File: config.mk
export PLATFORM = sky130hd
export DESIGN_NAME = audio_ser_tx
export DESIGN_NICKNAME = d
export VERILOG_FILES = /design/src/rtl/ast_pkg.sv /design/src/rtl/ast_line_sync.sv /design/src/rtl/ast_slot_track.sv /design/src/rtl/ast_sample_buf.sv /design/src/rtl/ast_bit_pick.sv /design/src/rtl/audio_ser_tx.sv
export SDC_FILE = /design/constraint.sdc
export NUM_CORES = 1
export LEC_CHECK = 0
export ABC_CLOCK_PERIOD_IN_PS = 5100
export CAP_MARGIN = 25
export CORE_ASPECT_RATIO = 1.2
export CORE_UTILIZATION = 53
export DETAILED_ROUTE_END_ITERATION = 8
export DONT_BUFFER_PORTS = 1
export HOLD_SLACK_MARGIN = 0.02
export PLACE_DENSITY = 0.67
export SLEW_MARGIN = 20
export SYNTH_ARGS = -nofsm -noshare
export SYNTH_HDL_FRONTEND = slang
export SYNTH_SLANG_ARGS = --single-unit
export TNS_END_PERCENT = 100
File: constraint.sdc
create_clock -name clk -period 5.1 [get_ports clk]
set_clock_uncertainty 0.05 [all_clocks]
set_input_delay 0.255 -clock clk [delete_from_list [all_inputs] [get_ports clk]]
set_output_delay 0.255 -clock clk [all_outputs]
set_load 0.02 [all_outputs]
File: src/rtl/ast_pkg.sv
package ast_pkg;

  typedef enum logic [2:0] {
    FMT_STEREO_DLY = 3'd0,
    FMT_LEFT_ALGN  = 3'd1,
    FMT_RIGHT_ALGN = 3'd2,
    FMT_PULSE_DLY  = 3'd3,
    FMT_PULSE_NOW  = 3'd4
  } fmt_e;

  function automatic logic fmt_is_pulse(fmt_e f);
    return (f == FMT_PULSE_DLY) || (f == FMT_PULSE_NOW);
  endfunction

  function automatic logic fmt_is_delayed(fmt_e f);
    return (f == FMT_STEREO_DLY) || (f == FMT_PULSE_DLY);
  endfunction

endpackage

File: src/rtl/ast_line_sync.sv
module ast_line_sync #(
  parameter int STAGES = 2
) (
  input  logic clk,
  input  logic rst,
  input  logic line_i,
  input  logic inv_i,
  output logic level_o
);

  logic [STAGES-1:0] chain_q;

  generate
    if (STAGES == 1) begin : g_single
      always_ff @(posedge clk) begin
        if (rst) chain_q <= '0;
        else     chain_q <= line_i;
      end
    end else begin : g_multi
      always_ff @(posedge clk) begin
        if (rst) chain_q <= '0;
        else     chain_q <= {chain_q[STAGES-2:0], line_i};
      end
    end
  endgenerate

  assign level_o = chain_q[STAGES-1] ^ inv_i;

endmodule

File: src/rtl/ast_slot_track.sv
module ast_slot_track #(
  parameter int CW   = 8,
  parameter int WARM = 3
) (
  input  logic          clk,
  input  logic          rst,
  input  logic          bclk_n,
  input  logic          frame_n,
  input  logic          pulse_mode,
  output logic          fall_evt,
  output logic          frame_start,
  output logic [CW-1:0] pos_nx,
  output logic [CW-1:0] len_nx,
  output logic          half_nx
);

  localparam int WW = $clog2(WARM + 1);
  localparam logic [WW-1:0] WARM_C = WW'(WARM);

  logic          bclk_q;
  logic          frame_q;
  logic [CW-1:0] pos_q;
  logic [CW-1:0] len_q;
  logic [WW-1:0] warm_q;
  logic          restart;

  // edges are ignored until the synchronizers have filled after reset
  assign fall_evt = (warm_q == WARM_C) && bclk_q && !bclk_n;

  assign restart = pulse_mode ? (frame_n && !frame_q) : (frame_n != frame_q);

  assign frame_start = fall_evt &&
                       (pulse_mode ? (frame_n && !frame_q) : (!frame_n && frame_q));

  assign pos_nx  = restart ? '0 : pos_q + 1'b1;
  assign len_nx  = restart ? pos_q + 1'b1 : len_q;
  assign half_nx = frame_n;

  always_ff @(posedge clk) begin
    if (rst) begin
      bclk_q  <= 1'b1;
      frame_q <= 1'b1;
      pos_q   <= '1;
      len_q   <= '0;
      warm_q  <= '0;
    end else begin
      bclk_q <= bclk_n;
      if (warm_q != WARM_C) warm_q <= warm_q + 1'b1;
      if (fall_evt) begin
        frame_q <= frame_n;
        pos_q   <= pos_nx;
        len_q   <= len_nx;
      end
    end
  end

endmodule

File: src/rtl/ast_sample_buf.sv
module ast_sample_buf #(
  parameter int DW = 24
) (
  input  logic          clk,
  input  logic          rst,
  input  logic          s_valid,
  input  logic [DW-1:0] s_left,
  input  logic [DW-1:0] s_right,
  output logic          s_ready,
  input  logic          frame_start,
  output logic [DW-1:0] word_l,
  output logic [DW-1:0] word_r,
  output logic          underrun
);

  logic          full_q;
  logic          urun_q;
  logic [DW-1:0] hold_l, hold_r;
  logic [DW-1:0] cur_l,  cur_r;
  logic [DW-1:0] ld_l,   ld_r;
  logic          take;

  assign take    = s_valid && !full_q;
  assign s_ready = !full_q;
  assign ld_l    = full_q ? hold_l : '0;
  assign ld_r    = full_q ? hold_r : '0;

  // the new pair is visible in the same slot that starts the frame
  assign word_l   = frame_start ? ld_l : cur_l;
  assign word_r   = frame_start ? ld_r : cur_r;
  assign underrun = urun_q;

  always_ff @(posedge clk) begin
    if (rst) begin
      full_q <= 1'b0;
      urun_q <= 1'b0;
      hold_l <= '0;
      hold_r <= '0;
      cur_l  <= '0;
      cur_r  <= '0;
    end else begin
      if (take) begin
        hold_l <= s_left;
        hold_r <= s_right;
      end
      if (take)             full_q <= 1'b1;
      else if (frame_start) full_q <= 1'b0;
      if (frame_start) begin
        cur_l <= ld_l;
        cur_r <= ld_r;
        if (!full_q) urun_q <= 1'b1;
      end
    end
  end

endmodule

File: src/rtl/ast_bit_pick.sv
module ast_bit_pick
  import ast_pkg::*;
#(
  parameter int DW       = 24,
  parameter int NARROW_W = 16,
  parameter int CW       = 8
) (
  input  fmt_e          fmt,
  input  logic          wide,
  input  logic [CW-1:0] pos,
  input  logic [CW-1:0] len,
  input  logic          half,
  input  logic [DW-1:0] word_l,
  input  logic [DW-1:0] word_r,
  output logic          base_bit
);

  localparam int IW = $clog2(DW);
  localparam logic [CW-1:0] DW_C = CW'(DW);
  localparam logic [CW-1:0] NW_C = CW'(NARROW_W);

  logic [CW-1:0] wid;
  logic [CW-1:0] wid2;
  logic [DW-1:0] word;
  logic [CW:0]   pos_plus_w;

  function automatic logic pick(logic [DW-1:0] w, logic [CW-1:0] idx);
    if (idx < DW_C) return w[idx[IW-1:0]];
    return 1'b0;
  endfunction

  assign wid        = wide ? DW_C : NW_C;
  assign wid2       = wid << 1;
  assign word       = half ? word_r : word_l;
  assign pos_plus_w = {1'b0, pos} + {1'b0, wid};

  always_comb begin
    base_bit = 1'b0;
    unique case (fmt)
      FMT_STEREO_DLY, FMT_LEFT_ALGN: begin
        if (pos < wid) base_bit = pick(word, wid - 1'b1 - pos);
      end
      FMT_RIGHT_ALGN: begin
        if ((pos < len) && (pos_plus_w >= {1'b0, len}))
          base_bit = pick(word, len - 1'b1 - pos);
      end
      FMT_PULSE_DLY, FMT_PULSE_NOW: begin
        if (pos < wid)       base_bit = pick(word_l, wid - 1'b1 - pos);
        else if (pos < wid2) base_bit = pick(word_r, wid2 - 1'b1 - pos);
      end
      default: base_bit = 1'b0;
    endcase
  end

endmodule

File: src/rtl/audio_ser_tx.sv
module audio_ser_tx
  import ast_pkg::*;
#(
  parameter int DW          = 24,
  parameter int NARROW_W    = 16,
  parameter int MAX_HALF    = 64,
  parameter int SYNC_STAGES = 2
) (
  input  logic          clk,
  input  logic          rst,
  input  logic          bclk_in,
  input  logic          fclk_in,
  input  logic [2:0]    fmt_sel,
  input  logic          inv_bclk,
  input  logic          inv_frame,
  input  logic          width24,
  input  logic          s_valid,
  input  logic [DW-1:0] s_left,
  input  logic [DW-1:0] s_right,
  output logic          s_ready,
  output logic          sdata,
  output logic          underrun
);

  localparam int CW = $clog2(2 * MAX_HALF) + 1;

  fmt_e          fmt;
  logic          bclk_n, frame_n;
  logic          fall_evt, frame_start, half_nx;
  logic [CW-1:0] pos_nx, len_nx;
  logic [DW-1:0] word_l, word_r;
  logic          base_bit;
  logic          dly_q, sdata_q;

  assign fmt = fmt_e'(fmt_sel);

  ast_line_sync #(.STAGES(SYNC_STAGES)) u_bclk_sync (
    .clk(clk), .rst(rst), .line_i(bclk_in), .inv_i(inv_bclk), .level_o(bclk_n)
  );

  ast_line_sync #(.STAGES(SYNC_STAGES)) u_frame_sync (
    .clk(clk), .rst(rst), .line_i(fclk_in), .inv_i(inv_frame), .level_o(frame_n)
  );

  ast_slot_track #(.CW(CW), .WARM(SYNC_STAGES + 1)) u_track (
    .clk(clk), .rst(rst), .bclk_n(bclk_n), .frame_n(frame_n),
    .pulse_mode(fmt_is_pulse(fmt)), .fall_evt(fall_evt),
    .frame_start(frame_start), .pos_nx(pos_nx), .len_nx(len_nx), .half_nx(half_nx)
  );

  ast_sample_buf #(.DW(DW)) u_buf (
    .clk(clk), .rst(rst), .s_valid(s_valid), .s_left(s_left), .s_right(s_right),
    .s_ready(s_ready), .frame_start(frame_start), .word_l(word_l),
    .word_r(word_r), .underrun(underrun)
  );

  ast_bit_pick #(.DW(DW), .NARROW_W(NARROW_W), .CW(CW)) u_pick (
    .fmt(fmt), .wide(width24), .pos(pos_nx), .len(len_nx), .half(half_nx),
    .word_l(word_l), .word_r(word_r), .base_bit(base_bit)
  );

  // delayed formats replay the undelayed stream one slot later
  always_ff @(posedge clk) begin
    if (rst) begin
      dly_q   <= 1'b0;
      sdata_q <= 1'b0;
    end else if (fall_evt) begin
      dly_q   <= base_bit;
      sdata_q <= fmt_is_delayed(fmt) ? dly_q : base_bit;
    end
  end

  assign sdata = sdata_q;

endmodule

==> impl_metrics.yaml <==
global_routing:
  gr-total-overflow: 0
  grt_max_degree: 125
  grt_pass1_wl_um: 38500
  grt_usage_pct: 33.1
  grt_pass1_vias: 7294
  antenna_found_initial: 0
logic_synthesis:
  synth_top_cell_by_area: "dfxtp_1"
  synth_fa_ha_area_share_pct: 4.52
  synth-main-ff-cell: "dfxtp_1"
  synth_enable_flop_cells: 0
  yosysSeqAreaShare_pct: 32.5
  synthXorXnorAreaFrac_pct: 2.86
  synth_mux_area_share_pct: 6.43
  synth_area_per_cell_sq_um: 7.47
  ys_seq_elements: 124
  synthSimpleGateAreaFrac_pct: 25.9
  synth_top_area_share_pct: 32.5
  synth_top_family_by_area: "simple AND/OR/NAND/NOR gates"
  synth_area_leaders: "dfxtp_1, nand2_1, a21oi_1"
  synth_area_sq_um: 7650
  synth-compound-area-share_pct: 22.0
  async_flop_share_pct: 0
  syn_nets: 1110
  yosys_warnings: 0
  ys_types: 79
  postSynthCellCount: 1024
critical_path:
  r2r_start: "u_frame_sync.chain_q[1]$_SDFF_PP0_"
  r2r_cells: 19
  worstSetupEndpointType: "register"
  r2r_setup_slack_ps: 670
  critPathArrivalTime_ps: 4710
  cp-startpoint: "u_frame_sync.chain_q[1]$_SDFF_PP0_"
  crit_path_start_kind: "register"
  worstPathMaxFanout: 16
  endpoint: "dly_q$_SDFFE_PP0P_"
  path_class: "register to register"
  reg2reg_to: "dly_q$_SDFFE_PP0P_"
  cp.required_ps: 5380
timing:
  timing.final.hold_violations: 0
  rsz0062_at_grt: "false"
  setup_viol: 0
  slew_violations: 0
  max_freq_ghz: 0.226
  setup_tns_ps: 0
  worstMarginPinSlew_ps: 994
  post-route-min-period_ps: 4430
  period_share_pct: 86.8
  relSlewSlack_pct: 33.6
detailed_routing:
  antenna_left: 0
  drtIter0Drc: 746
  via_count: 7663
  wire_per_inst_um: 19.9
  wl_um: 24300
  drt-vias-per-instance: 6.26
  first_pass_iters: 7
  drc: 4
layout:
  drive_gt1_share_pct: 8.93
  nets: 1127
  fill_cells: 1266
  area_growth_pct: 15.5
  layout_commonest_cell: "nand2_1"
  antenna_cells: 0
  final_cells: 1224
  most-common-layout-cells: "nand2_1, dfxtp_1, a21oi_1"
  final_area_sq_um: 8830
cts:
  cts_tree: "yes"
  htreeDepth: 4
  clockBufferDepth: 2
  cts_buffers: 17
  insertion_delay_ps: 430
  clockRootBuffer: "clkbuf_16"
  cts_setup_buffers: 0
  clock-sinks: 124
  path_clk_slew_ps: 60
placement:
  placed_cell_area_sq_um: 7740
  numPortBuffers: 0
  routabilityCongestion: 1.01
  place_inst: 1141
  dp_hpwl_um: 16400
die:
  die_h_um: 134
  ios: 62
  die_area_sq_um: 14900
  die_w_um: 112
  coreArea_sq_um: 13900
  start_util_pct: 54.9
  rows: 47
power_and_ir_drop:
  ir_worst_vdd_v: 0.000264
  powerDensity_nw_per_um2: 346
  leakage_nw: 3.49
job:
  maxCapViolations: 0
run_status:
  violations: "DRC"
  status: "finished with violations"
min_path:
  min_path_type: "primary input to register"
==> worst min-delay path by stage <==
stage	start	endpoint	slack [ps]	cells past startpoint
floorplan	bclk_in	u_bclk_sync.chain_q[0]$_SDFF_PP0_	330	1
global placement	rst	u_track.len_q[6]$_SDFFE_PP0P_	290	1
detailed placement	rst	u_track.len_q[6]$_SDFFE_PP0P_	290	1
CTS	inv_bclk	u_track.bclk_q$_SDFF_PP1_	30	2
global route	inv_bclk	u_track.bclk_q$_SDFF_PP1_	80	2
finish	inv_bclk	u_track.bclk_q$_SDFF_PP1_	40	2
==> worst max-delay path, cell delays in order, from the launching register on <==
cell and delay (ps):
dfxtp_1 320, xnor2_2 170, inv_2 60, ha_1 280, and3_1 190, nor2_2 80
buf_4 210, nor2_1 60, a21oi_1 190, ha_1 210, inv_1 70, fa_1 470
xnor2_2 440, nand2_1 80, or3b_2 470, o2111ai_1 90, a221oi_1 100, nor4b_1 320
o311ai_1 190, a221oi_1 290
==> report_power, final <==
part	internal, W	leakage [nW]	switching [W]
Clock	0.000714	0.270	0.000458
Sequential	0.00101	1.01	0.0000371
Combinational	0.000327	2.21	0.000518
==> cell type report <==
| cell class | count | area, sq um | share of cell area (%) |
|---|---|---|---|
| inverters | 23 | 86.3 | 0.977 |
| repair buffers | 79 | 741 | 8.38 |
| well taps | 171 | 214 | 2.42 |
| clock inverters | 11 | 121 | 1.37 |
| clock buffers | 20 | 437 | 4.94 |
| multi-input cells | 796 | 4750 | 53.8 |
| flip-flops and latches | 124 | 2480 | 28.1 |
==> layer usage <==
layer	wire length, um	vias up	GRT usage, %
met5	0	-	0
met4	845	0	16.4
met3	1750	64	5.51
met2	11300	333	53.8
met1	10400	3605	42.5
li1	-	3661	-
==> registers in the layout (all words and copies together), names as in the netlist, 2 cells and up <==
register and cells:
u_buf.hold_l 24, u_buf.hold_r 24, u_frame_sync.chain_q 2, u_track.pos_q 8, u_track.warm_q 2, u_track.len_q 8, u_buf.cur_r 24, u_buf.cur_l 24
u_bclk_sync.chain_q 2
==> Yosys cell counts, drive strengths merged, types with 10 or more instances <==
cell and n:
a211o 10, a211oi 10, a21oi 127, a31oi 12, and2 10, and3 26
buf 29, clkbuf 52, dfxtp 124, ha 26, inv 22, mux2 11
mux2i 30, nand2 199, nand3 19, nor2 117, nor3 15, nor4 18
o21ai 20, o22ai 11, xnor2 13, xor2 12
==> metrics by stage <==
| step | util, % | hold slack [ps] | worst slack [ps] | power, W |
|---|---|---|---|---|
| 6_report | 63.4 | 41.8 | 672 | 0.00306 |
| 5_1_grt | 63.4 | 75.3 | 221 | 0.00318 |
| 4_1_cts | 63.4 | 34.7 | 703 | 0.00305 |
| 3_5_place_dp | 55.5 | 289 | 736 | 0.00184 |
| 3_3_place_gp | 55.5 | 288 | 802 | 0.00184 |
| 2_1_floorplan | - | 333 | 120 | 0.00164 |
==> cells by family after synthesis <==
family          Yosys count
simple gates            440
xor+xnor                 25
mux                      44
compound gates          260
fa+ha+maj                27
flops                   124
buf+inv                 104
==> timing repair <==
action / CTS / global route
gates resized for setup: 0 / 0
endpoints found under the hold margin: 124 / 0
hold buffers: 52 / 0
Note: power is estimated with default switching activity, not from simulation.
